[src/rtl/dsp_pkg.sv]
package dsp_pkg;
    typedef enum logic [1:0] {
        CMD_DESEL = 2'd0,
        CMD_READ  = 2'd1,
        CMD_WRITE = 2'd2
    } cmd_e;

    typedef enum logic {
        DRV_OFF = 1'b0,
        DRV_ON  = 1'b1
    } drv_state_e;
endpackage

[src/rtl/dsp_cmd_capture.sv]
module dsp_cmd_capture
    import dsp_pkg::*;
#(
    parameter int AW    = 6,
    parameter int LANES = 4
) (
    input  logic             clk,
    input  logic             rst_n,
    input  logic             sel,
    input  logic             sleep,
    input  logic             byte_en,
    input  logic             glob_wr,
    input  logic [LANES-1:0] byte_stb,
    input  logic [AW-1:0]    addr,
    output logic             wr_go,
    output logic [LANES-1:0] wr_mask,
    output cmd_e             s1_cmd,
    output logic [AW-1:0]    s1_addr
);
    cmd_e cmd_c;

    always_comb begin
        wr_go   = sel && !sleep && (glob_wr || (byte_en && (|byte_stb)));
        wr_mask = glob_wr ? {LANES{1'b1}} : byte_stb;
        if (!sel || sleep)
            cmd_c = CMD_DESEL;
        else if (wr_go)
            cmd_c = CMD_WRITE;
        else
            cmd_c = CMD_READ;
    end

    always_ff @(posedge clk or negedge rst_n) begin
        if (!rst_n) begin
            s1_cmd  <= CMD_DESEL;
            s1_addr <= '0;
        end else begin
            s1_cmd  <= cmd_c;
            s1_addr <= addr;
        end
    end

    a_r10_sleep_blocks: assert property (@(posedge clk) disable iff (!rst_n)
        sleep |=> (s1_cmd == CMD_DESEL));
    a_r8_unselected_is_desel: assert property (@(posedge clk) disable iff (!rst_n)
        !sel |=> (s1_cmd == CMD_DESEL));
endmodule

[src/rtl/dsp_mem_array.sv]
module dsp_mem_array #(
    parameter int DEPTH  = 64,
    parameter int LANES  = 4,
    parameter int LANE_W = 9,
    localparam int AW    = $clog2(DEPTH),
    localparam int W     = LANES * LANE_W
) (
    input  logic             clk,
    input  logic             we,
    input  logic [LANES-1:0] wmask,
    input  logic [AW-1:0]    waddr,
    input  logic [W-1:0]     wdata,
    input  logic             re,
    input  logic [AW-1:0]    raddr,
    output logic [W-1:0]     rdata
);
    for (genvar g = 0; g < LANES; g++) begin : g_lane
        logic [LANE_W-1:0] lane_mem [DEPTH];

        always_ff @(posedge clk) begin
            if (we && wmask[g])
                lane_mem[waddr] <= wdata[g*LANE_W +: LANE_W];
            if (re)
                rdata[g*LANE_W +: LANE_W] <= lane_mem[raddr];
        end
    end
endmodule

[src/rtl/dsp_drive_ctrl.sv]
module dsp_drive_ctrl
    import dsp_pkg::*;
(
    input  logic clk,
    input  logic rst_n,
    input  logic dcd_mode,
    input  logic oe_n,
    input  logic sleep,
    input  cmd_e s1_cmd,
    output logic drive
);
    drv_state_e state_q, state_d;

    always_comb begin
        unique case (state_q)
            DRV_OFF: state_d = (s1_cmd == CMD_READ) ? DRV_ON : DRV_OFF; // T_ARM / T_REST
            DRV_ON:  state_d = (s1_cmd == CMD_READ) ? DRV_ON : DRV_OFF; // T_HOLD / T_DROP
            default: state_d = DRV_OFF;
        endcase
    end

    always_ff @(posedge clk or negedge rst_n) begin
        if (!rst_n) state_q <= DRV_OFF;
        else        state_q <= state_d;
    end

    always_comb begin
        logic core_on;
        core_on = (state_q == DRV_ON) && (dcd_mode || (s1_cmd == CMD_READ));
        drive   = core_on && !oe_n && !sleep;
    end

    a_r4_dcd_hold: assert property (@(posedge clk) disable iff (!rst_n)
        (dcd_mode && $past(s1_cmd) == CMD_READ && !oe_n && !sleep) |-> drive);
    a_r3_read_stream: assert property (@(posedge clk) disable iff (!rst_n)
        ($past(s1_cmd) == CMD_READ && s1_cmd == CMD_READ && !oe_n && !sleep) |-> drive);
    a_r5_scd_cut: assert property (@(posedge clk) disable iff (!rst_n)
        (!dcd_mode && s1_cmd != CMD_READ) |-> !drive);
    a_r2_on_after_read: assert property (@(posedge clk) disable iff (!rst_n)
        (state_q == DRV_ON) |-> ($past(s1_cmd) == CMD_READ));
endmodule

[src/rtl/dsel_pipe_sram.sv]
module dsel_pipe_sram
    import dsp_pkg::*;
#(
    parameter int DEPTH  = 64,
    parameter int LANES  = 4,
    parameter int LANE_W = 9,
    localparam int AW    = $clog2(DEPTH),
    localparam int W     = LANES * LANE_W
) (
    input  logic             clk,
    input  logic             rst_n,
    input  logic             dcd_mode,
    input  logic             sel,
    input  logic [AW-1:0]    addr,
    input  logic             byte_en,
    input  logic [LANES-1:0] byte_stb,
    input  logic             glob_wr,
    input  logic [W-1:0]     wdata,
    input  logic             oe_n,
    input  logic             sleep,
    output logic [W-1:0]     rd_data,
    output logic             rd_drive
);
    logic             wr_go;
    logic [LANES-1:0] wr_mask;
    cmd_e             s1_cmd;
    logic [AW-1:0]    s1_addr;

    dsp_cmd_capture #(.AW(AW), .LANES(LANES)) u_cap (
        .clk(clk), .rst_n(rst_n), .sel(sel), .sleep(sleep),
        .byte_en(byte_en), .glob_wr(glob_wr), .byte_stb(byte_stb), .addr(addr),
        .wr_go(wr_go), .wr_mask(wr_mask), .s1_cmd(s1_cmd), .s1_addr(s1_addr)
    );

    dsp_mem_array #(.DEPTH(DEPTH), .LANES(LANES), .LANE_W(LANE_W)) u_mem (
        .clk(clk), .we(wr_go), .wmask(wr_mask), .waddr(addr), .wdata(wdata),
        .re(s1_cmd == CMD_READ), .raddr(s1_addr), .rdata(rd_data)
    );

    dsp_drive_ctrl u_drv (
        .clk(clk), .rst_n(rst_n), .dcd_mode(dcd_mode), .oe_n(oe_n),
        .sleep(sleep), .s1_cmd(s1_cmd), .drive(rd_drive)
    );
endmodule

[config.mk]
export PLATFORM = sky130hd
export DESIGN_NAME = dsel_pipe_sram
export DESIGN_NICKNAME = d
export VERILOG_FILES = /design/src/rtl/dsp_pkg.sv /design/src/rtl/dsp_cmd_capture.sv /design/src/rtl/dsp_mem_array.sv /design/src/rtl/dsp_drive_ctrl.sv /design/src/rtl/dsel_pipe_sram.sv
export SDC_FILE = /design/constraint.sdc
export NUM_CORES = 2
export LEC_CHECK = 0
export BUFFER_PORTS_ARGS = -buffer_cell sky130_fd_sc_hd__buf_2
export CAP_MARGIN = 30
export CORE_MARGIN = 2
export CORE_UTILIZATION = 35
export CTS_CLUSTER_SIZE = 12
export DETAILED_ROUTE_END_ITERATION = 6
export SLEW_MARGIN = 40
export SYNTH_ARGS = -nofsm -noshare
export SYNTH_HDL_FRONTEND = slang
export SYNTH_HIERARCHICAL = 1
export SYNTH_SLANG_ARGS = --single-unit
[constraint.sdc]
create_clock -name clk -period 2.8 [get_ports clk]
set_input_delay 0.14 -clock clk [delete_from_list [all_inputs] [get_ports clk]]
set_output_delay 0.14 -clock clk [all_outputs]
set_load 0.01 [all_outputs]
==> results by group <==
STA
  • Max Fclk: 0.355 GHz
  • Setup_tns: -19.6 ps
  • Slew margin rel.: between 30% and 40%
  • Setup-failing EPs final: 1
  • Worst Clk Skew: 66.3 ps
  • Slew @ Worst Pin: 1010 ps
  • Final worst slack: -19.6 ps
  • Final Max Slew Viols: 0
  • Final Cycle Share: 101%
  • Fin. Hold Viols: 0
  • Min Tclk post-route: about 2800 ps

GRT
  • Initial antenna violation count: 22
  • Vias in the first global route: between 40000 and 50000
  • GRT Residual Overflow: 0
  • Total GRT Usage: 19.5%
  • First-pass GRT wire length: 357 mm
  • Largest net degree at the start of global routing: 73

Synth
  • Count leader, synth: edfxtp_1
  • Main combinational cell family by area after synthesis: multiplexers
  • FFs w/ async S/R, synth: 0.383%
  • Post-synth EDFFs: 2340
  • Predominant post-synthesis flop cell: edfxtp_1
  • Netlist Area Pre-Place: between 0.08 and 0.09 mm^2
  • Sequential area share after synthesis: 78.6%
  • FF+latch count, synth: 2349
  • Area share of the largest cell type after synthesis: between 70% and 80%
  • Post-Synth XOR/XNOR Area: 0%
  • Adder-Cell Fraction of Synth Area: 0%
  • Synth cell count leaders: 2340 x edfxtp_1, 572 x mux4_2, 300 x nor2_1
  • Cells after synthesis: a little over 4000
  • Synth Area in Compound Gates: between 2 and 2.5%
  • Netlist cell types: 42
  • Avg Inst Size Synth: approximately 22 um^2
  • Simple-gate share of the synthesized area: 2.47%
  • Multiplexer area fraction after synthesis: 15.6%
  • Largest cells by area after synthesis: edfxtp_1 78%, mux4_2 14%, nor2_1 1.3%
  • Ys Warns: 6
  • Syn_nets: a little over 4000
  • Cell taking the most area after synthesis: edfxtp_1

Detailed routing
  • Vias post-DR: 45610
  • Wire length per cell: 31.2 um
  • Drc violations: 0
  • Vias per cell: approximately 5.6
  • Drt pass-1 iters: 6
  • Final wirelength: 256 mm
  • Initial drt markers: 6113
  • ANT nets after route: 0

Placement
  • HPWL after DPL: 167 mm
  • Final Wtd Congestion: 0.867
  • Port Buf Inserts: 90

Pwr
  • Final Power: 71600 uW
  • Leak pwr: 0.0330 uW
  • VDD IR-drop max: 642 uV
  • Power Dens Cells: 680 mW/mm^2

Die
  • Die X: 510 um
  • FP Rows: 185
  • Starting Density: a little over a third
  • Area of the die: 0.260 mm^2
  • Die Y-Extent: 510 um
  • IO Pins: 91
  • Core area: ~0.25 mm^2

CTS
  • Reg clk slew, reported paths: 60 ps
  • CTS H-tree depth: 4
  • Clock Latency Late Sink: around 890 ps
  • CTS tree: yes
  • Clock Sinks: 2349
  • Root buffer cell: clkbuf_16
  • CTS Buf Count: 234
  • Clk buf depth: 3

Run status
  • Status: finished, violations left
  • Violated checks: setup timing

Cells and area
  • Final-layout fill cell count: 22114
  • P&R area growth vs syn: 17.3%
  • Final nets: ~4700
  • Reg area: 0.0705 mm^2
  • Share of cells above drive strength 1: 31.9%
  • Area of the multi-input gates: 0.0184 mm^2

Critical path
  • CP Capture Type: flip-flop
  • CP startpoint: u_cap/s1_addr[3]
  • Critical Path AT: 3440 ps
  • CP peak stage delay: 640 ps
  • R2R Path End: u_mem/rdata[22]
  • R2R cell count: 6
  • Crit path to: u_mem/rdata[22]
  • Worst setup SP type: flip-flop
  • Crit path kind: flip-flop to flip-flop
  • Reg2reg start: u_cap/s1_addr[3]
  • CP max-delay cell: and2_1
  • Reg-to-reg slack, setup: -20 ps
  • Crit path max fanout: 15
  • Data required time of the worst path: around 3400 ps
  • Worst-path cell chain: and2_1, nand2_1, buf_4, o221ai_1, a21oi_1, o22a_1

Job
  • Max cap viols: 0

Hold path
  • Min-delay worst type: primary input to flip-flop
-- routing by layer --
layer | track usage [%] | wire length, um
met1 | 26.9 | 103000
met2 | 31.0 | 122000
met3 | 4.21 | 22500
met4 | 6.49 | 9140
met5 | 0 | 41
-- stage by stage --
stage | util, % | instances | hold slack, ps | area (um^2) | setup WS (ps)
final | 41.3 | 8201 | 117 | 105000 | -19.6
after global routing | 41.3 | 8193 | 91.9 | 105000 | -25.4
after global placement | 38.2 | 7740 | 51.4 | 97400 | -909
after CTS | 41.3 | 8187 | 63.7 | 105000 | 2.61
after detailed placement | 38.4 | 7741 | 51.4 | 97700 | -145
after floorplan | - | 4073 | -156 | 89700 | 577
-- power by group --
part	internal (uW)	total, uW	switching (uW)
clock network	15900	28900	13000
logic	1480	3800	2320
registers	38800	38900	88.6
total	56200	71600	15400
-- cell type report --
cell class	instances	share of cell area, %
flip-flops and latches	2349	67.0
well taps	3366	4.00
clock inverters	85	0.755
repair buffers	592	4.87
multi-input cells	1487	17.5
clock buffers	308	5.85
inverters	1	0.00357
diodes	13	0.0309
-- layout by cell type, fill, tap and decap left out, types with 5 or more instances in the layout --
| cell type | count |
|---|---|
| edfxtp_1 | 2340 |
| mux4_2 | 572 |
| buf_4 | 410 |
| clkbuf_16 | 236 |
| nor2_1 | 198 |
| o22ai_1 | 157 |
| nand2_1 | 116 |
| mux2i_1 | 101 |
| nor2_2 | 100 |
| buf_2 | 74 |
| clkbuf_1 | 73 |
| buf_12 | 56 |
| dlygate4sd3_1 | 50 |
| clkinv_1 | 42 |
| a21oi_1 | 28 |
| nor4_1 | 24 |
| clkinv_2 | 21 |
| o221ai_1 | 16 |
| o21ai_0 | 16 |
| nor3_1 | 15 |
| diode_2 | 13 |
| o22a_1 | 13 |
| nand3_1 | 12 |
| a2bb2oi_1 | 11 |
| nand2b_1 | 10 |
| a22o_1 | 10 |
| a221oi_1 | 9 |
| clkinv_16 | 7 |
| or2_2 | 7 |
| mux2_2 | 7 |
| bufinv_16 | 6 |
| nor3b_1 | 6 |
| a22oi_1 | 6 |
| inv_16 | 5 |
| nand2_2 | 5 |
| a211oi_1 | 5 |
| o21ai_1 | 5 |
-- logic make-up (layout without fill, tap and decap cells) --
family,Yosys count,after routing
AO/OA/AOI/OAI,285,285
buffers and inverters,237,986
flip-flops,2349,2349
multiplexers,681,681
other,0,13
AND/OR/NAND/NOR,521,521
-- how the worst min path moves through the flow --
stage / from / slack, ps / cells after the start / endpoint
3_3_place_gp: rst_n / 50 / 1 / u_drv/state_q
3_5_place_dp: rst_n / 50 / 1 / u_drv/state_q
2_1_floorplan: rst_n / -160 / 0 / u_cap/s1_addr[0]
6_report: sel / 120 / 4 / u_cap/s1_cmd[0]
4_1_cts: sel / 60 / 4 / u_cap/s1_cmd[0]
5_1_grt: addr[2] / 90 / 2 / u_cap/s1_addr[2]
-- what timing repair did --
action	CTS	global route
setup buffers	3	0
cloned	0	1
endpoints found under the setup margin	8	7
endpoints found under the hold margin	1609	0
pin swaps	0	1
hold buffers	50	0
resized for setup	1	9
-- registers in the layout, indices dropped and copies added, names as in the netlist --
| signal | flops |
|---|---|
| u_mem/g_lane.lane_mem | 2304 |
| u_mem/rdata | 36 |
| u_cap/s1_addr | 6 |
| u_cap/s1_cmd | 2 |
| u_drv/state_q | 1 |
-- critical path: cells and delay by family (launching register included) --
family | cells | cell delay [ps]
AOI/OAI and AO/OA | 3 | 680
DFF | 1 | 580
buffers and inverters | 1 | 270
and+or+nand+nor | 2 | 1000
Power figures use the tool's default switching activity.
